$ cat src/rtl/gpio_lock_pkg.sv
package gpio_lock_pkg;

    // Register byte offsets
    localparam logic [7:0] OFS_CFG_LO = 8'h00;
    localparam logic [7:0] OFS_CFG_HI = 8'h04;
    localparam logic [7:0] OFS_OUT    = 8'h0C;
    localparam logic [7:0] OFS_CLR    = 8'h14;
    localparam logic [7:0] OFS_LOCK   = 8'h18;

    // Key sequence states
    typedef enum logic [2:0] {
        LK_IDLE,
        LK_ARM1,
        LK_ARM0,
        LK_SET,
        LK_CHK,
        LK_HELD
    } lock_state_t;

endpackage

$ cat src/rtl/gpio_lock_seq.sv
module gpio_lock_seq
    import gpio_lock_pkg::*;
#(
    parameter int NUM_PINS = 16
) (
    input  logic                clk,
    input  logic                rst_n,
    input  logic                wr_en,
    input  logic                rd_en,
    input  logic                key_in,
    input  logic [NUM_PINS-1:0] sel_in,
    output logic [NUM_PINS-1:0] sel_q,
    output logic                lock_active,
    output logic                key_rd
);

    lock_state_t         state_q, state_d;
    logic [NUM_PINS-1:0] sel_d;
    logic                key_q, key_d;

    // State register
    always_ff @(posedge clk or negedge rst_n) begin
        if (!rst_n) begin
            state_q <= LK_IDLE;
            sel_q   <= '0;
            key_q   <= 1'b0;
        end else begin
            state_q <= state_d;
            sel_q   <= sel_d;
            key_q   <= key_d;
        end
    end

    // Next state and outputs
    always_comb begin
        state_d     = state_q;
        lock_active = 1'b0;
        key_rd      = key_q;
        unique case (state_q)
            LK_IDLE: begin
                if (wr_en && key_in) state_d = LK_ARM1;
            end
            LK_ARM1: begin
                if (wr_en)
                    state_d = (!key_in && sel_in == sel_q) ? LK_ARM0 : LK_IDLE;
            end
            LK_ARM0: begin
                if (wr_en)
                    state_d = (key_in && sel_in == sel_q) ? LK_SET : LK_IDLE;
            end
            LK_SET: begin
                lock_active = 1'b1;
                key_rd      = 1'b0;
                if (rd_en) state_d = LK_CHK;
            end
            LK_CHK: begin
                lock_active = 1'b1;
                key_rd      = 1'b1;
                if (rd_en) state_d = LK_HELD;
            end
            LK_HELD: begin
                lock_active = 1'b1;
                key_rd      = 1'b1;
            end
            default: state_d = LK_IDLE;
        endcase

        sel_d = sel_q;
        key_d = key_q;
        if (wr_en && !lock_active) begin
            sel_d = sel_in;
            key_d = key_in;
        end
    end

endmodule

$ cat src/rtl/gpio_cfg_bank.sv
module gpio_cfg_bank #(
    parameter int DATA_W  = 32,
    parameter int FIELD_W = 4
) (
    input  logic                   clk,
    input  logic                   rst_n,
    input  logic                   wr_en,
    input  logic [DATA_W/8-1:0]    be,
    input  logic [DATA_W-1:0]      wdata,
    input  logic [DATA_W/FIELD_W-1:0] freeze,
    output logic [DATA_W-1:0]      q
);

    localparam int FIELDS = DATA_W / FIELD_W;

    for (genvar f = 0; f < FIELDS; f++) begin : g_field
        localparam int BYTE_IDX = (f * FIELD_W) / 8;
        logic [FIELD_W-1:0] fld_q;

        always_ff @(posedge clk or negedge rst_n) begin
            if (!rst_n)
                fld_q <= '0;
            else if (wr_en && be[BYTE_IDX] && !freeze[f])
                fld_q <= wdata[f*FIELD_W +: FIELD_W];
        end

        assign q[f*FIELD_W +: FIELD_W] = fld_q;
    end

endmodule

$ cat src/rtl/gpio_out_reg.sv
module gpio_out_reg #(
    parameter int NUM_PINS = 16
) (
    input  logic                  clk,
    input  logic                  rst_n,
    input  logic                  wr_en,
    input  logic [NUM_PINS/8-1:0] be,
    input  logic [NUM_PINS-1:0]   wdata,
    input  logic                  clr_en,
    input  logic [NUM_PINS-1:0]   clr_mask,
    output logic [NUM_PINS-1:0]   q
);

    localparam int NBYTES = NUM_PINS / 8;

    logic [NUM_PINS-1:0] q_d;

    always_comb begin
        q_d = q;
        if (wr_en) begin
            for (int b = 0; b < NBYTES; b++)
                if (be[b]) q_d[b*8 +: 8] = wdata[b*8 +: 8];
        end else if (clr_en) begin
            q_d = q & ~clr_mask;
        end
    end

    always_ff @(posedge clk or negedge rst_n) begin
        if (!rst_n) q <= '0;
        else        q <= q_d;
    end

endmodule

$ cat src/rtl/gpio_lock_regs.sv
module gpio_lock_regs
    import gpio_lock_pkg::*;
#(
    parameter int DATA_W   = 32,
    parameter int NUM_PINS = 16,
    parameter int ADDR_W   = 5
) (
    input  logic                clk,
    input  logic                rst_n,
    input  logic [ADDR_W-1:0]   bus_addr,
    input  logic                bus_we,
    input  logic                bus_re,
    input  logic [DATA_W/8-1:0] bus_be,
    input  logic [DATA_W-1:0]   bus_wdata,
    output logic [DATA_W-1:0]   bus_rdata,
    output logic [DATA_W-1:0]   cfg_lo,
    output logic [DATA_W-1:0]   cfg_hi,
    output logic [NUM_PINS-1:0] out_data
);

    localparam int FIELDS  = NUM_PINS / 2;
    localparam int FIELD_W = DATA_W / FIELDS;
    localparam int KEY_BIT = NUM_PINS;

    logic hit_lo, hit_hi, hit_out, hit_clr, hit_lock, full_word;
    logic                lock_active, key_rd;
    logic [NUM_PINS-1:0] lock_sel;
    logic [FIELDS-1:0]   freeze_lo, freeze_hi;
    logic [DATA_W-1:0]   rd_mux;

    assign hit_lo    = (bus_addr == OFS_CFG_LO[ADDR_W-1:0]);
    assign hit_hi    = (bus_addr == OFS_CFG_HI[ADDR_W-1:0]);
    assign hit_out   = (bus_addr == OFS_OUT[ADDR_W-1:0]);
    assign hit_clr   = (bus_addr == OFS_CLR[ADDR_W-1:0]);
    assign hit_lock  = (bus_addr == OFS_LOCK[ADDR_W-1:0]);
    assign full_word = &bus_be;

    assign freeze_lo = lock_active ? lock_sel[FIELDS-1:0]        : '0;
    assign freeze_hi = lock_active ? lock_sel[NUM_PINS-1:FIELDS] : '0;

    gpio_lock_seq #(.NUM_PINS(NUM_PINS)) seq_i (
        .clk         (clk),
        .rst_n       (rst_n),
        .wr_en       (bus_we && hit_lock && full_word),
        .rd_en       (bus_re && hit_lock),
        .key_in      (bus_wdata[KEY_BIT]),
        .sel_in      (bus_wdata[NUM_PINS-1:0]),
        .sel_q       (lock_sel),
        .lock_active (lock_active),
        .key_rd      (key_rd)
    );

    gpio_cfg_bank #(.DATA_W(DATA_W), .FIELD_W(FIELD_W)) cfg_lo_i (
        .clk    (clk),
        .rst_n  (rst_n),
        .wr_en  (bus_we && hit_lo),
        .be     (bus_be),
        .wdata  (bus_wdata),
        .freeze (freeze_lo),
        .q      (cfg_lo)
    );

    gpio_cfg_bank #(.DATA_W(DATA_W), .FIELD_W(FIELD_W)) cfg_hi_i (
        .clk    (clk),
        .rst_n  (rst_n),
        .wr_en  (bus_we && hit_hi),
        .be     (bus_be),
        .wdata  (bus_wdata),
        .freeze (freeze_hi),
        .q      (cfg_hi)
    );

    gpio_out_reg #(.NUM_PINS(NUM_PINS)) out_i (
        .clk      (clk),
        .rst_n    (rst_n),
        .wr_en    (bus_we && hit_out),
        .be       (bus_be[NUM_PINS/8-1:0]),
        .wdata    (bus_wdata[NUM_PINS-1:0]),
        .clr_en   (bus_we && hit_clr && full_word),
        .clr_mask (bus_wdata[NUM_PINS-1:0]),
        .q        (out_data)
    );

    // Read multiplexer; the bit-clear port always reads zero
    always_comb begin
        rd_mux = '0;
        if (hit_lo) begin
            rd_mux = cfg_lo;
        end else if (hit_hi) begin
            rd_mux = cfg_hi;
        end else if (hit_out) begin
            rd_mux[NUM_PINS-1:0] = out_data;
        end else if (hit_lock) begin
            rd_mux[NUM_PINS-1:0] = lock_sel;
            rd_mux[KEY_BIT]      = key_rd;
        end
    end

    always_ff @(posedge clk or negedge rst_n) begin
        if (!rst_n)      bus_rdata <= '0;
        else if (bus_re) bus_rdata <= rd_mux;
        else             bus_rdata <= '0;
    end

endmodule

$ cat config.mk
export PLATFORM = sky130hd
export DESIGN_NAME = gpio_lock_regs
export DESIGN_NICKNAME = d
export VERILOG_FILES = /design/src/rtl/gpio_lock_pkg.sv /design/src/rtl/gpio_lock_seq.sv /design/src/rtl/gpio_cfg_bank.sv /design/src/rtl/gpio_out_reg.sv /design/src/rtl/gpio_lock_regs.sv
export SDC_FILE = /design/constraint.sdc
export NUM_CORES = 1
export LEC_CHECK = 0
export ABC_AREA = 1
export ABC_CLOCK_PERIOD_IN_PS = 2270
export BUFFER_PORTS_ARGS = -buffer_cell sky130_fd_sc_hd__clkbuf_2
export CORE_AREA = 2 2 127 129
export DETAILED_ROUTE_END_ITERATION = 10
export DIE_AREA = 0 0 129 131
export PLACE_DENSITY = 0.72
export REMOVE_ABC_BUFFERS = 1
export SYNTH_ARGS = -nofsm -noshare
export SYNTH_HDL_FRONTEND = slang
export SYNTH_SLANG_ARGS = --single-unit
$ cat constraint.sdc
create_clock -name clk -period 2.27 [get_ports clk]
set_input_delay 0.1135 -clock clk [delete_from_list [all_inputs] [get_ports clk]]
set_output_delay 0.1135 -clock clk [all_outputs]
set_load 0.005 [all_outputs]
==> results of run 1 <==
-- power breakdown --
part	switching, mW	internal [mW]
Combinational	0.607	0.378
Sequential	0.194	2.57
Clock	1.04	1.66
Total	1.84	4.61
-- flip-flops by register name, summed over array words and instances (netlist names) --
signal	count
cfg_lo_i.g_field.fld_q	32
cfg_hi_i.g_field.fld_q	32
seq_i.state_q	3
out_i.q	16
seq_i.sel_q	16
seq_i.key_q	1
bus_rdata	32
-- how the worst min path moves through the flow --
stage                                        end  slack [ps]
floorplan                           bus_rdata[0]        -180
global placement                   bus_rdata[21]         120
detailed placement                 bus_rdata[21]         130
CTS                                   out_i.q[4]          20
global route                          out_i.q[4]          30
finish              cfg_hi_i.g_field[4].fld_q[0]          30
-- per-layer routing --
layer,vias up,wire (um)
met4,0,298
met2,174,8250
met5,-,0
met1,2527,7800
met3,22,955
li1,2709,-
-- cell usage in the layout, fill, tap and decap left out, drive strengths merged, types with 2 or more instances in the layout --
cell           n
nor2          60
nor3           2
dfrtp        132
nand2        188
inv          116
o22ai         16
bufinv         2
dlygate4sd3   16
clkinvlp       5
o211ai        17
clkinv         4
buf           11
o21ai        131
nand4          2
a21oi         31
clkbuf       174
nand3         11
-- timing repair --
action | CTS | global route
hold buffers | 16 | 0
gates resized for setup | 0 | 0
hold endpoints to repair | 65 | 0
-- Yosys cell counts (4+ instances only) --
library cell	instances
nor2_1	48
o22ai_1	16
o21ai_1	65
dfrtp_1	132
nand3_1	8
nand2_2	4
inv_1	112
a21oi_1	31
o21ai_4	5
nor2_2	10
o211ai_1	17
o21ai_2	11
buf_2	8
nand2_1	184
o21ai_0	50
clkbuf_1	9
-- through the flow --
step           instances  cell area, um2  worst slack (ps)  utilization [%]  hold WS [ps]
6_report            1136            7880               425             50.5          29.8
5_1_grt             1136            7880               226             50.5          33.8
4_1_cts             1136            7880               412             50.5          19.4
3_5_place_dp        1089            7140               468             45.8           128
3_3_place_gp        1089            7140               550             45.8           120
2_1_floorplan        707            6000               513                -          -182
-- critical path, stage by stage, from the launching register on --
cell	delay, ps
dfrtp_1	400
inv_1	110
nand3_1	100
nand2_1	60
inv_1	70
nand2_2	70
inv_4	260
nand3_4	360
o21ai_0	310
-- cell families after synthesis --
| kind of cell | synth area share, % |
|---|---|
| flops | 54.2 |
| buf+inv | 8.70 |
| simple gates | 18.2 |
| compound gates | 18.7 |
| xor+xnor | 0.144 |
-- layout make-up --
type / count / area [um2] / area share [%]
multi-input combinational: 460 / 2260 / 28.7
tap: 216 / 270 / 3.43
clock buffer: 19 / 453 / 5.75
clock inverter: 12 / 130 / 1.65
sequential: 132 / 3300 / 41.9
inverter: 115 / 434 / 5.51
timing repair buffer: 182 / 1030 / 13.1
==> summary.md, run 1 <==
| Metric | Value |
|---|---|
| Yosys cell types | 27 |
| Total track usage | 21.1% |
| Final setup TNS | 0 ps |
| Post-synth EDFFs | 0 |
| Slew Limit Headroom | 58.8% |
| DR WL/cell | 15.2 um |
| Post-CTS Repair Setup Buffers | 0 |
| Met3 Usage GRT | 5.13% |
| Max-slew violations | 0 |
| Reg2Reg Setup Slack | 420 ps |
| Row count | 46 |
| Worst slew pin tran | 617 ps |
| Die Span Y | 131 um |
| Seq cells post-synth | 132 |
| Unrepaired setup endpoints after global routing | false |
| DRT Pass-1 Iters | 6 |
| Synthesized cell area | 0.00609 mm2 |
| First-pass GRT wire length | 27.0 mm |
| Initial Util | 39.1% |
| I/O pins | 157 |
| Core box area | 0.0156 mm2 |
| HPWL Detailed | 12.3 mm |
| Synth Instances | 726 |
| Die X | 129 um |
| Fin crit period | 1850 ps |
| Final antenna diode count | 0 |
| Vias/cell | 4.78 |
| Total power | 6.46 mW |
| Crit Path Max Fanout | 34 |
| Syn-to-layout area delta | 29.3% |
| Sequential share of the synthesized area | 54.2% |
| Final Cycle Share | 81.3% |
| Final Skew | 8.58 ps |
| H-Tree Depth | 4 |
| Vias post-DR | 5432 |
| Remaining DRCs | 0 |
| Final hold viol count | 0 |
| Worst reg-to-reg path cell count | 8 |
| Die area | 0.0169 mm2 |
| Min-delay src | bus_wdata[16] |
| Worst r2r src | seq_i.state_q[2] |
| Final nets | 953 |
| Initial antenna violation count | 0 |
| Met2 usage | 35.2% |
| Reg2reg end | seq_i.sel_q[11] |
| Grt total ovfl | 0 |
| Number of I/O port buffers | 156 |
| Finish-stage setup viols | 0 |
| Status | finished, final reports clean |
| VDD IR max | 0.000529 V |
| Fillers | 1516 |
| CP endpoint kind | flop |
| Proportion of layout cells with a drive suffix above 1 | 25.9% |
| CTS tree | yes |
| WS Path Type | flop to flop |
| Clk_lat worst skew | 420 ps |
| Lkg Pwr | 4.19 nW |
| Worst setup path start | seq_i.state_q[2] |
| Busiest metal layer after global routing | met2 |
| Worst Path Required | 2590 ps |
| Max-cap viol count | 0 |
| CTS buffer count | 17 |
| Avg Synthesized Cell Area | 8.39 um2 |
| Clk sinks | 132 |
| Arr. time, crit path | 2170 ps |
| Largest net degree at the start of global routing | 40 |
| Total power density per cell area | 819 mW/mm2 |
| Routability cong. | 0.858 |
| Post-synth top flop | dfrtp_1 |
| Clock root buffer | clkbuf_16 |
| Area leader, netlist | dfrtp_1 |
| GR met1 Demand/Resource | 26.7% |
| Async SR Flop Fraction | 100% |
| Clk buf depth | 2 |
| Critical Path Sink | seq_i.sel_q[11] |
| WL final | 17.3 mm |
| Vias in the first global route | 5219 |
| Largest cells by area after synthesis | dfrtp_1, nand2_1, inv_1 |
| Syn. warnings | 0 |
| Fmax | 0.542 GHz |
| Worst-path clk slew | 60 ps |
| Top cell type's share of synthesized area | 54.2% |
| Startpoint types | flop |
| Worst hold path stage count | 3 |
| Worst hold path class | input pin to flop |
| Initial DRC Count | 265 |
| Antenna Violating Nets Remaining | 0 |
Power figures use the tool's default switching activity.
==> run 2, diff against run 1 <==
- ABC_CLOCK_PERIOD_IN_PS: 2270 -> 1600
- PLACE_DENSITY: 0.72 -> 0.75
- clock period: 2.27 -> 1.6 ns (I/O delays scaled with it)
==> summary.md, run 2 (synthesis results as in run 1) <==
| Metric | Value |
|---|---|
| Clk_lat worst skew | 420 ps (about the same) |
| Vias/cell | 4.80 (+0.35%) |
| Status | finished, final reports clean |
| Final setup TNS | 0 ps (unchanged) |
| Setup ws final | 55.3 ps (-369 ps) |
| Total power | 9.38 mW (+45%) |
| Worst reg-to-reg path cell count | 10 (+2) |
| Number of I/O port buffers | 156 (unchanged) |
| Final nets | 983 (+3.1%) |
| Reg2reg end | cfg_hi_i.g_field[7].fld_q[0] |
| Placed Area | 0.00735 mm2 (+2.9%) |
| Max-cap viol count | 0 (unchanged) |
| Proportion of layout cells with a drive suffix above 1 | 28.4% (+2.5 points) |
| WL final | 17.8 mm (+2.7%) |
| Row count | 46 (unchanged) |
| CP endpoint kind | flop |
| Remaining DRCs | 0 (unchanged) |
| Fin crit period | 1540 ps (-301 ps) |
| Fin area | 0.00826 mm2 (+4.8%) |
| Routability cong. | 0.863 (+0.54%) |
| Arr. time, crit path | 1890 ps (-280 ps) |
| Worst Path Required | 1950 ps (-640 ps) |
| Initial Util | 39.1% (unchanged) |
| HPWL Detailed | 12.6 mm (+3.0%) |
| Startpoint types | flop |
| VDD IR max | 0.000792 V (+50%) |
| Worst slew pin tran | 489 ps (-128 ps) |
| Die X | 129 um (unchanged) |
| Worst hold path class | input pin to flop |
| Multi-input logic area | 0.00232 mm2 (+2.4%) |
| Most common cell after layout, fill and taps aside | nand2_1 |
| Die Span Y | 131 um (unchanged) |
| Worst-path clk slew | 60 ps (about the same) |
| Worst setup path start | seq_i.state_q[1] |
| Finish-stage setup viols | 0 (unchanged) |
| Regs by FF count | bus_rdata x32, cfg_hi_i.g_field.fld_q x32, cfg_lo_i.g_field.fld_q x32 |
| Total power density per cell area | 1140 mW/mm2 (+39%) |
| DR WL/cell | 15.2 um (about the same) |
| Antenna Violating Nets Remaining | 0 (unchanged) |
| Fmax | 0.647 GHz (+19%) |
| Die area | 0.0169 mm2 (unchanged) |
| Initial DRC Count | 233 (-12%) |
| Vias post-DR | 5600 (+3.1%) |
| Lkg Pwr | 4.38 nW (+4.6%) |
| Fin util | 53.0% (+2.4 points) |
| Syn-to-layout area delta | 35.5% |
| Total track usage | 21.7% (+0.62 points) |
| Largest net degree at the start of global routing | 46 (+15%) |
| Final Cycle Share | 96.5% (+15 points) |
| Clk sinks | 132 (unchanged) |
| Clock root buffer | clkbuf_16 |
| H-Tree Depth | 4 (unchanged) |
| Critical Path Sink | cfg_hi_i.g_field[7].fld_q[0] |
| Unrepaired setup endpoints after global routing | true |
| WS Path Type | flop to flop |
| Final antenna diode count | 0 (unchanged) |
| Grt total ovfl | 0 (unchanged) |
| Register area | 0.00331 mm2 (about the same) |
| CTS buffer count | 17 (unchanged) |
| Final hold viol count | 0 (unchanged) |
| Commonest non-fill, non-tap cells in the layout | nand2_1, clkbuf_2, dfrtp_1, inv_1, o21ai_1 |
| I/O pins | 157 (unchanged) |
| Reg2Reg Setup Slack | 60 ps (-370 ps) |
| Fillers | 1429 (-5.7%) |
| DRT Pass-1 Iters | 5 (-1) |
| Final Skew | 5.46 ps (-3.11 ps) |
| Core box area | 0.0156 mm2 (unchanged) |
| Vias in the first global route | 5261 (+0.80%) |
| Clk buf depth | 2 (unchanged) |
| Crit Path Max Fanout | 11 (-68%) |
| Initial antenna violation count | 0 (unchanged) |
| Pre-CTS setup slack | -115 ps (-583 ps) |
| CTS tree | yes |
| Slew Limit Headroom | 67.3% (+8.5 points) |
| Worst r2r src | seq_i.state_q[1] |
| Max-slew violations | 0 (unchanged) |
| First-pass GRT wire length | 27.7 mm (+2.8%) |
run 2: cell count changes in the layout (fill, tap and decap cells not counted), moves of 3 or more:
cell           delta
o21ai_4           +4
o21ai_2           -4
buf_12            +7
buf_6             +3
buf_4            +14
clkinvlp_4        -4
dlygate4sd3_1     +6
clkinv_4          +4
run 2: timing repair:
| action | in CTS | in global routing |
|---|---|---|
| setup buffers | 6 | 0 |
| resized for setup | 8 | 10 |
| endpoints found under the setup margin | 23 | 76 |
| hold endpoints to repair | 148 | 0 |
| hold buffers | 22 | 0 |
| cloned | 0 | 0 |
| pin swaps | 3 | 14 |
run 2: how the worst min path moves through the flow:
stage	slack (ps)	end	startpoint	cells past startpoint
2_1_floorplan	-220	bus_rdata[0]	rst_n	0
3_3_place_gp	60	bus_rdata[20]	rst_n	1
3_5_place_dp	50	bus_rdata[20]	rst_n	1
4_1_cts	0.9	cfg_lo_i.g_field[1].fld_q[2]	bus_wdata[6]	3
5_1_grt	20	cfg_lo_i.g_field[2].fld_q[2]	bus_wdata[10]	3
6_report	20	cfg_lo_i.g_field[2].fld_q[2]	bus_wdata[10]	3
run 2: area by class of cell:
class                   instances  area share, %
clock buffers                  17           5.15
clock inverters                15           1.61
inverters                     115           5.32
multi-input cells             460           28.0
flip-flops and latches        132           40.0
well taps                     216           3.27
repair buffers                212           16.6
run 2: power breakdown:
group | internal (mW) | leakage (nW) | switching, mW
clock | 2.14 | 0.278 | 1.52
sequential | 3.65 | 1.79 | 0.277
combinational | 0.779 | 2.32 | 1.00
total | 6.57 | 4.38 | 2.80
run 2: per-layer routing:
metal | wire length (um) | global-route usage, %
met5 | 0 | 0
met4 | 398 | 9.40
met3 | 1240 | 5.42
met2 | 8420 | 35.0
met1 | 7700 | 28.1
run 2: per-stage QoR:
step | instances | hold slack [ps]
floorplan | 707 | -216
global placement | 1107 | 56.2
detailed placement | 1107 | 54.3
CTS | 1167 | 0.944
global route | 1167 | 21.7
finish | 1167 | 19.5
run 2: worst max-delay path: stages, from the launching register on:
cell and delay (ps):
dfrtp_2 450, nor2_4 130, nand2_2 70, nand2_2 60, inv_2 50, nand2_4 80, inv_8 70, buf_6 150
o21ai_4 250, nand2_1 90, o21ai_1 80
